File: src/rtl/alias_regfile.sv
module alias_regfile #(
  parameter int NREGS   = 16,
  parameter int HI_REGS = 4,
  localparam int DW     = 64,
  localparam int IW     = $clog2(NREGS)
) (
  input  logic          clk,
  input  logic          rst_n,
  input  logic          wr_en,
  input  logic [IW-1:0] wr_idx,
  input  logic [1:0]    wr_size,
  input  logic          wr_hi,
  input  logic [DW-1:0] wr_data,
  output logic          wr_illegal,
  input  logic [IW-1:0] rd0_idx,
  input  logic [1:0]    rd0_size,
  input  logic          rd0_hi,
  output logic [DW-1:0] rd0_data,
  output logic          rd0_illegal,
  input  logic [IW-1:0] rd1_idx,
  input  logic [1:0]    rd1_size,
  input  logic          rd1_hi,
  output logic [DW-1:0] rd1_data,
  output logic          rd1_illegal
);

  localparam logic [1:0] SZ_B = 2'b00;
  localparam logic [1:0] SZ_W = 2'b01;
  localparam logic [1:0] SZ_D = 2'b10;

  logic [DW-1:0] regs [NREGS];
  logic          wr_ok;
  logic [DW-1:0] wr_merged;

  function automatic logic [DW-1:0] merge(input logic [DW-1:0] old, input logic [DW-1:0] d,
                                          input logic [1:0] sz, input logic hi);
    case (sz)
      SZ_B:    merge = hi ? {old[63:16], d[7:0], old[7:0]} : {old[63:8], d[7:0]};
      SZ_W:    merge = {old[63:16], d[15:0]};
      SZ_D:    merge = {32'd0, d[31:0]};
      default: merge = d;
    endcase
  endfunction

  function automatic logic [DW-1:0] slice(input logic [DW-1:0] v, input logic [1:0] sz,
                                          input logic hi);
    case (sz)
      SZ_B:    slice = hi ? {56'd0, v[15:8]} : {56'd0, v[7:0]};
      SZ_W:    slice = {48'd0, v[15:0]};
      SZ_D:    slice = {32'd0, v[31:0]};
      default: slice = v;
    endcase
  endfunction

  function automatic logic hi_bad(input logic [IW-1:0] idx, input logic [1:0] sz,
                                  input logic hi);
    hi_bad = hi && (sz == SZ_B) && (int'(idx) >= HI_REGS);
  endfunction

  assign wr_illegal = wr_en && hi_bad(wr_idx, wr_size, wr_hi);
  assign wr_ok      = wr_en && !wr_illegal;
  assign wr_merged  = merge(regs[wr_idx], wr_data, wr_size, wr_hi);

  always_ff @(posedge clk or negedge rst_n) begin
    if (!rst_n) begin
      for (int i = 0; i < NREGS; i++) regs[i] <= '0;
    end else if (wr_ok) begin
      regs[wr_idx] <= wr_merged;
    end
  end

  logic [DW-1:0] rd0_full, rd1_full;
  assign rd0_full    = (wr_ok && wr_idx == rd0_idx) ? wr_merged : regs[rd0_idx];
  assign rd1_full    = (wr_ok && wr_idx == rd1_idx) ? wr_merged : regs[rd1_idx];
  assign rd0_illegal = hi_bad(rd0_idx, rd0_size, rd0_hi);
  assign rd1_illegal = hi_bad(rd1_idx, rd1_size, rd1_hi);
  assign rd0_data    = rd0_illegal ? '0 : slice(rd0_full, rd0_size, rd0_hi);
  assign rd1_data    = rd1_illegal ? '0 : slice(rd1_full, rd1_size, rd1_hi);


  upper_clear_chk: assert property (@(posedge clk) disable iff (!rst_n)
    (wr_en && wr_size == SZ_D) |=> regs[$past(wr_idx)][63:32] == 32'd0);


  word_keep_chk: assert property (@(posedge clk) disable iff (!rst_n)
    (wr_en && wr_size == SZ_W) |=> regs[$past(wr_idx)][63:16] == $past(regs[wr_idx][63:16]));


  hi_byte_keep_chk: assert property (@(posedge clk) disable iff (!rst_n)
    (wr_ok && wr_size == SZ_B && wr_hi) |=>
      (regs[$past(wr_idx)][7:0] == $past(regs[wr_idx][7:0])) &&
      (regs[$past(wr_idx)][15:8] == $past(wr_data[7:0])));


  illegal_nowrite_chk: assert property (@(posedge clk) disable iff (!rst_n)
    wr_illegal |=> regs[$past(wr_idx)] == $past(regs[wr_idx]));


  illegal_rd_zero_chk: assert property (@(posedge clk) disable iff (!rst_n)
    (rd0_illegal |-> rd0_data == '0) and (rd1_illegal |-> rd1_data == '0));


  bypass_chk: assert property (@(posedge clk) disable iff (!rst_n)
    (wr_ok && wr_idx == rd0_idx && rd0_size == 2'b11) |=> regs[$past(wr_idx)] == $past(rd0_data));

endmodule

File: config.mk
export PLATFORM = sky130hd
export DESIGN_NAME = alias_regfile
export DESIGN_NICKNAME = d
export VERILOG_FILES = /design/src/rtl/alias_regfile.sv
export SDC_FILE = /design/constraint.sdc
export NUM_CORES = 2
export LEC_CHECK = 0
export BUFFER_PORTS_ARGS = -buffer_cell sky130_fd_sc_hd__buf_2
export CAP_MARGIN = 15
export CORE_MARGIN = 5
export CORE_UTILIZATION = 45
export CTS_CLUSTER_SIZE = 28
export DETAILED_ROUTE_END_ITERATION = 16
export HOLD_SLACK_MARGIN = 0.08
export PLACE_DENSITY_LB_ADDON = 0.08
export SETUP_SLACK_MARGIN = 0.05
export SYNTH_ARGS = -nofsm -noshare
export SYNTH_HDL_FRONTEND = slang
export SYNTH_SLANG_ARGS = --single-unit
export TNS_END_PERCENT = 30
File: constraint.sdc
create_clock -name clk -period 2.4 [get_ports clk]
set_input_delay 0 -clock clk [delete_from_list [all_inputs] [get_ports clk]]
set_output_delay 0 -clock clk [all_outputs]
set_load 0.01 [all_outputs]
# Yosys cells after proc, flatten, opt, wreduce, memory -nomap -nowiden
# Index checks and enable logic that the tools add are counted.
# op_classes
n_addsub	0
mul	0
div	0
order_cmp	7
eq_ne	8
shifts	0
n_mux	22
bitwise_logic	3
n_reduce_logical	15
# op_table
cell	n
$bwmux 1024	1
$bmux 64 s4	3
$mux 64	11
$pmux 64 s3	3
$demux 64 s4	1
$mux 16	1
$mux 8	2
$ge 5x5->1 const B	3
$not 4->5	3
$ge 4x3->1 const B	3
$logic_and 1x1->1	11
$eq 4x4->1	2
$eq 2x1->1 const B	3
$eq 2x2->1 const B	3
$logic_not 2->1	3
$lt 5x1->1 const B	1
$logic_not 1->1	1
# word_totals
regBits	1024
latch_bits	0
mem_bits_rw	0
rom_bits	0
in_bits	88
output_inout_bits	131
word_cells	71
memories	0

# Longest topological paths before layout
# logic_depth
ltp_word	11
depth_mapped	13
ltp_nobuf	6

# Worst setup path before layout
# No wires, ideal clock.
# synth_path
kind	input to output
startpoint	in rd1_idx[0]
endpoint	out rd1_data[0]
t_arrival_ns	2.153
t_required_ns	2.400
path_slack_ns	0.247
path_stages	7
n_path_buf	3
cell_sequence	buf_2 > clkbuf_1 > buf_1 > mux4_2 > mux4_2 > nand2_1 > o221ai_1
# synth_via
elab_chain_cells	8
word_cells_on_any_way	12
cone_classes	order compare: 1; eq/ne: 1; mux: 7; bitwise: 1; reduce/logical: 2
# synth_lines
element	line	source
from (decl)	20	input logic [IW-1:0] rd1_idx,
$not 4->5 (not written as such)	74	assign rd1_full = (wr_ok && wr_idx == rd1_idx) ? wr_merged : regs[rd1_idx];
$bmux 64 s4	74	
$mux 64 (not written as such) (2 in series)	74	
$mux 64	74	
$mux 8	48	SZ_B: slice = hi ? {56'd0, v[15:8]} : {56'd0, v[7:0]};
$pmux 64 s3	47	case (sz)
$mux 64 (*)	78	assign rd1_data = rd1_illegal ? '0 : slice(rd1_full, rd1_size, rd1_hi);
to (decl)	23	output logic [DW-1:0] rd1_data,
# Mark *: on every way between the ends. The rest lies on a longest branch, timed or not. The select of a mux whose other input is x is not followed.

# Worst setup path after layout
# layout_path
startpoint	reg regs[196] (netlist bit)
endpoint	out rd0_data[4]
# layout_via
elab_chain_cells	9
word_cells_on_any_way	12
cone_classes	mux: 12
# layout_lines
element	line	source
from (decl)	31	logic [DW-1:0] regs [NREGS];
from (signal, indexed assignment)	68	regs[wr_idx] <= wr_merged;
$bmux 64 s4	62	assign wr_merged = merge(regs[wr_idx], wr_data, wr_size, wr_hi);
$mux 64 (not written as such) (2 in series)	62	
$mux 16	38	SZ_B: merge = hi ? {old[63:16], d[7:0], old[7:0]} : {old[63:8], d[7:0]};
$pmux 64 s3	37	case (sz)
$mux 64 (*)	73	assign rd0_full = (wr_ok && wr_idx == rd0_idx) ? wr_merged : regs[rd0_idx];
$mux 8	48	
$pmux 64 s3 (*)	47	
$mux 64 (*)	77	assign rd0_data = rd0_illegal ? '0 : slice(rd0_full, rd0_size, rd0_hi);
to (decl)	18	output logic [DW-1:0] rd0_data,
# Marks and branches as above.

==> metrics.csv <==
stage;metric;value;unit
timing;fmax;0.361;GHz
timing;max-slew violation count;0;
synthesis;post-synth top area share;41.3;%
status;failing checks;negative setup slack;
worst_setup_path;CP Cell Sequence;mux4_2 -> mux4_2 -> nand2_1 -> o21ai_1 -> buf_4 -> o2bb2ai_1 -> buf_2;
grt;Overflow after GRT;0;
grt;largest net degree at the start of global routing;106;
worst_setup_path;Critical Path RT;2.40;ns
die;Initial Util;45.2;%
clock_network;CTS max path bufs;3;
worst_setup_path;worst setup path startpoint;regs[196];
layout;biggest regs;regs (1024);
timing;Worst-Margin Slew;0.989;ns
timing;Final Setup Violations;123;
clock_network;Worst-path clk slew;0.06;ns
worst_setup_path;Crit Reg-Reg Startpoint;regs[511];
die;# IOs;219;
route;DR vias;47430;
placed_design;DP HPWL;134000;µm
power_and_ir_drop;peak supply drop;614;µV
placed_design;Placed Cells;7127;
route;WL per Instance;28.8;µm
power_and_ir_drop;Leak;31.3;nW
timing;hold_ws;0.154;ns
synthesis;fraction of registers with async set or reset after synthesis;100;%
synthesis;Yosys warnings;0;
grt;first-pass GRT wire length;326000;µm
status;outcome;finished, violations left;
timing;post-route setup slack;-0.366;ns
worst_setup_path;max incr delay on CP;0.55;ns
timing;Clock Skew;0.0291;ns
power_and_ir_drop;power density cells;826;nW/µm²
route;vias per inst;6.31;
synthesis;EDFF count, synth;0;
die;FP Rows;136;
layout;Final #Nets;5708;
worst_setup_path;nature of the critical path endpoint;output port;
route;Residual DRC;0;
flow_run;Max Cap Violations;0;
placed_design;I/O Buffers;218;
synthesis;number of synthesized register bits;1024;
synthesis;dominant synthesized flop cell;dfrtp_1;
synthesis;synthesized area;62100;µm²
die;die area;145000;µm²
clock_network;CTS tree;built;
worst_setup_path;Crit Path Max Fanout;4;
placed_design;area post-placement;67900;µm²
synthesis;register area share after synthesis;41.3;%
layout;share of cells above drive strength 1;37.2;%
die;die height;381;µm
worst_setup_path;crit path launch type;flip-flop;
worst_setup_path;crit-path most repeated cell;mux4_2;
layout;cell area after layout;75100;µm²
timing;period utilization;115;%
worst_hold_path;HP Class;primary input to flip-flop;
placed_design;DP Worst Slack;0.000498;ns
layout;Biggest register;regs;
synthesis;Gate Count Post-Synth;5280;
layout;utilization after layout;54.7;%
grt;All-Layer GR Usage;29.8;%
synthesis;syn avg cell area;11.8;µm²
timing;max_slew headroom;33.9;%
clock_network;later-pin clock latency in the skew report;0.75;ns
route;post-route ant nets;0;
layout;Area Growth Syn to Fin;21.0;%
timing;Final Hold Viols;0;
layout;Layout Cells excl Fill;7517;
die;Core ar.;137000;µm²
worst_setup_path;CP max-delay cell;mux4_2;
worst_setup_path;Crit Path Class;flip-flop to output port;
clock_network;total CTS buffers;120;
clock_network;H-tree depth;3;
worst_hold_path;hold path startpoint;wr_data[13];
route;DRT iter0 DRCs;4426;
timing;setup tns final;-13.98;ns
synthesis;post-synth net total;5368;
die;Die Wd;381;µm
power_and_ir_drop;Final Power;62.0;mW
synthesis;count of unique library cells instantiated by Yosys;61;
synthesis;area leader, netlist;dfrtp_1;
placed_design;Placer Congestion;0.870;
clock_network;clock tree sinks;1024;
timing;unrepaired setup endpoints after global routing;true;
worst_setup_path;Data arrival, critical path;2.77;ns
layout;max FFs per register;1024;
grt;antenna violations before repair;3;
clock_network;Root Buffer;clkbuf_16;
route;Routed WL;217000;µm
grt;vias in the first global route;47555;
synthesis;top cells by area, synth;dfrtp_1 41%, mux4_2 30%, nand2_1 5.9%;
timing;crit path time final;2.77;ns
route;drt pass-1 iters;6;
-- final timing paths --
path	slack (ns)	end	cells past startpoint
max	-0.37	rd0_data[4]	7
min	0.15	regs[205]	5
max reg2reg	-0.18	regs[127]	16
min reg2reg	0.51	regs[619]	2
max in group asynchronous	1.21	regs[750]	5
min in group asynchronous	0.54	regs[715]	4
-- critical path: cells and delay by family, from the launching register on --
kind            cells  cell delay [ns]
simple gates        1             0.08
mux                 2             1.03
buf+inv             2             0.32
flops               1             0.41
compound gates      2             0.18
-- report_power, final --
group          leakage (nW)  internal, mW  total [mW]  switching, mW
Combinational          15.9          9.51        17.1           7.62
Clock                  2.15          12.4        20.3           7.88
Sequential             13.2          21.0        24.6           3.62
-- cell usage in the layout (no fill, tap or decap), types with 28 or more instances in the layout --
cell and n:
a21oi_1 119, buf_12 154, clkbuf_8 28, nand2_1 949
inv_1 39, buf_2 179, mux4_2 842, o21ai_0 649
clkbuf_16 122, dlygate4sd3_1 60, nor2_1 143, o22ai_2 33
dfrtp_1 1024, o21ai_1 255, buf_6 69, o21ai_2 62
buf_4 312, o22ai_1 53, a22oi_1 41, a21oi_2 49
mux2i_1 144
-- area by class of cell --
cell class                 count  area [µm²]
antenna                        1        2.50
multi-input combinational   3625       34800
fill                       11727       62200
tap                         1794        2240
timing repair buffer         784        7850
inverter                      65         244
sequential                  1024       25600
clock inverter                57         888
clock buffer                 167        3500
-- Yosys cell counts, drive strengths merged, types with 7 or more instances --
cell	count
nor2	167
mux2i	157
nor2b	15
mux4	842
mux2	29
nor3	10
a22oi	51
inv	65
dfrtp	1024
a221oi	19
o21ai	973
clkbuf	338
nand3	11
o22ai	96
xnor2	8
a21oi	172
and2	8
nand2	981
buf	228
o2bb2ai	7
a22o	10
-- per-layer routing --
layer	vias up	global-route usage [%]	part of all wire, %
li1	20623	-	-
met5	-	0	0
met2	1814	48.3	48
met4	0	8.65	3.2
met3	345	5.04	6.7
met1	24648	42.0	42
-- cells by family after synthesis --
family	count (synthesis)	synth area share (%)
AOI/OAI and AO/OA	1355	12.4
muxes	1028	33.6
DFF	1024	41.3
buffers and inverters	631	4.76
xor gates and xnor gates	8	0.113
and+or+nand+nor	1234	7.86
-- repair_timing --
action,4_1_cts,5_1_grt
buffers inserted,51,58
setup endpoints to repair,128,137
endpoints found under the hold margin,1908,0
pin swaps,95,60
hold buffers,62,0
gates resized for setup,263,97
Power figures use the tool's default switching activity.
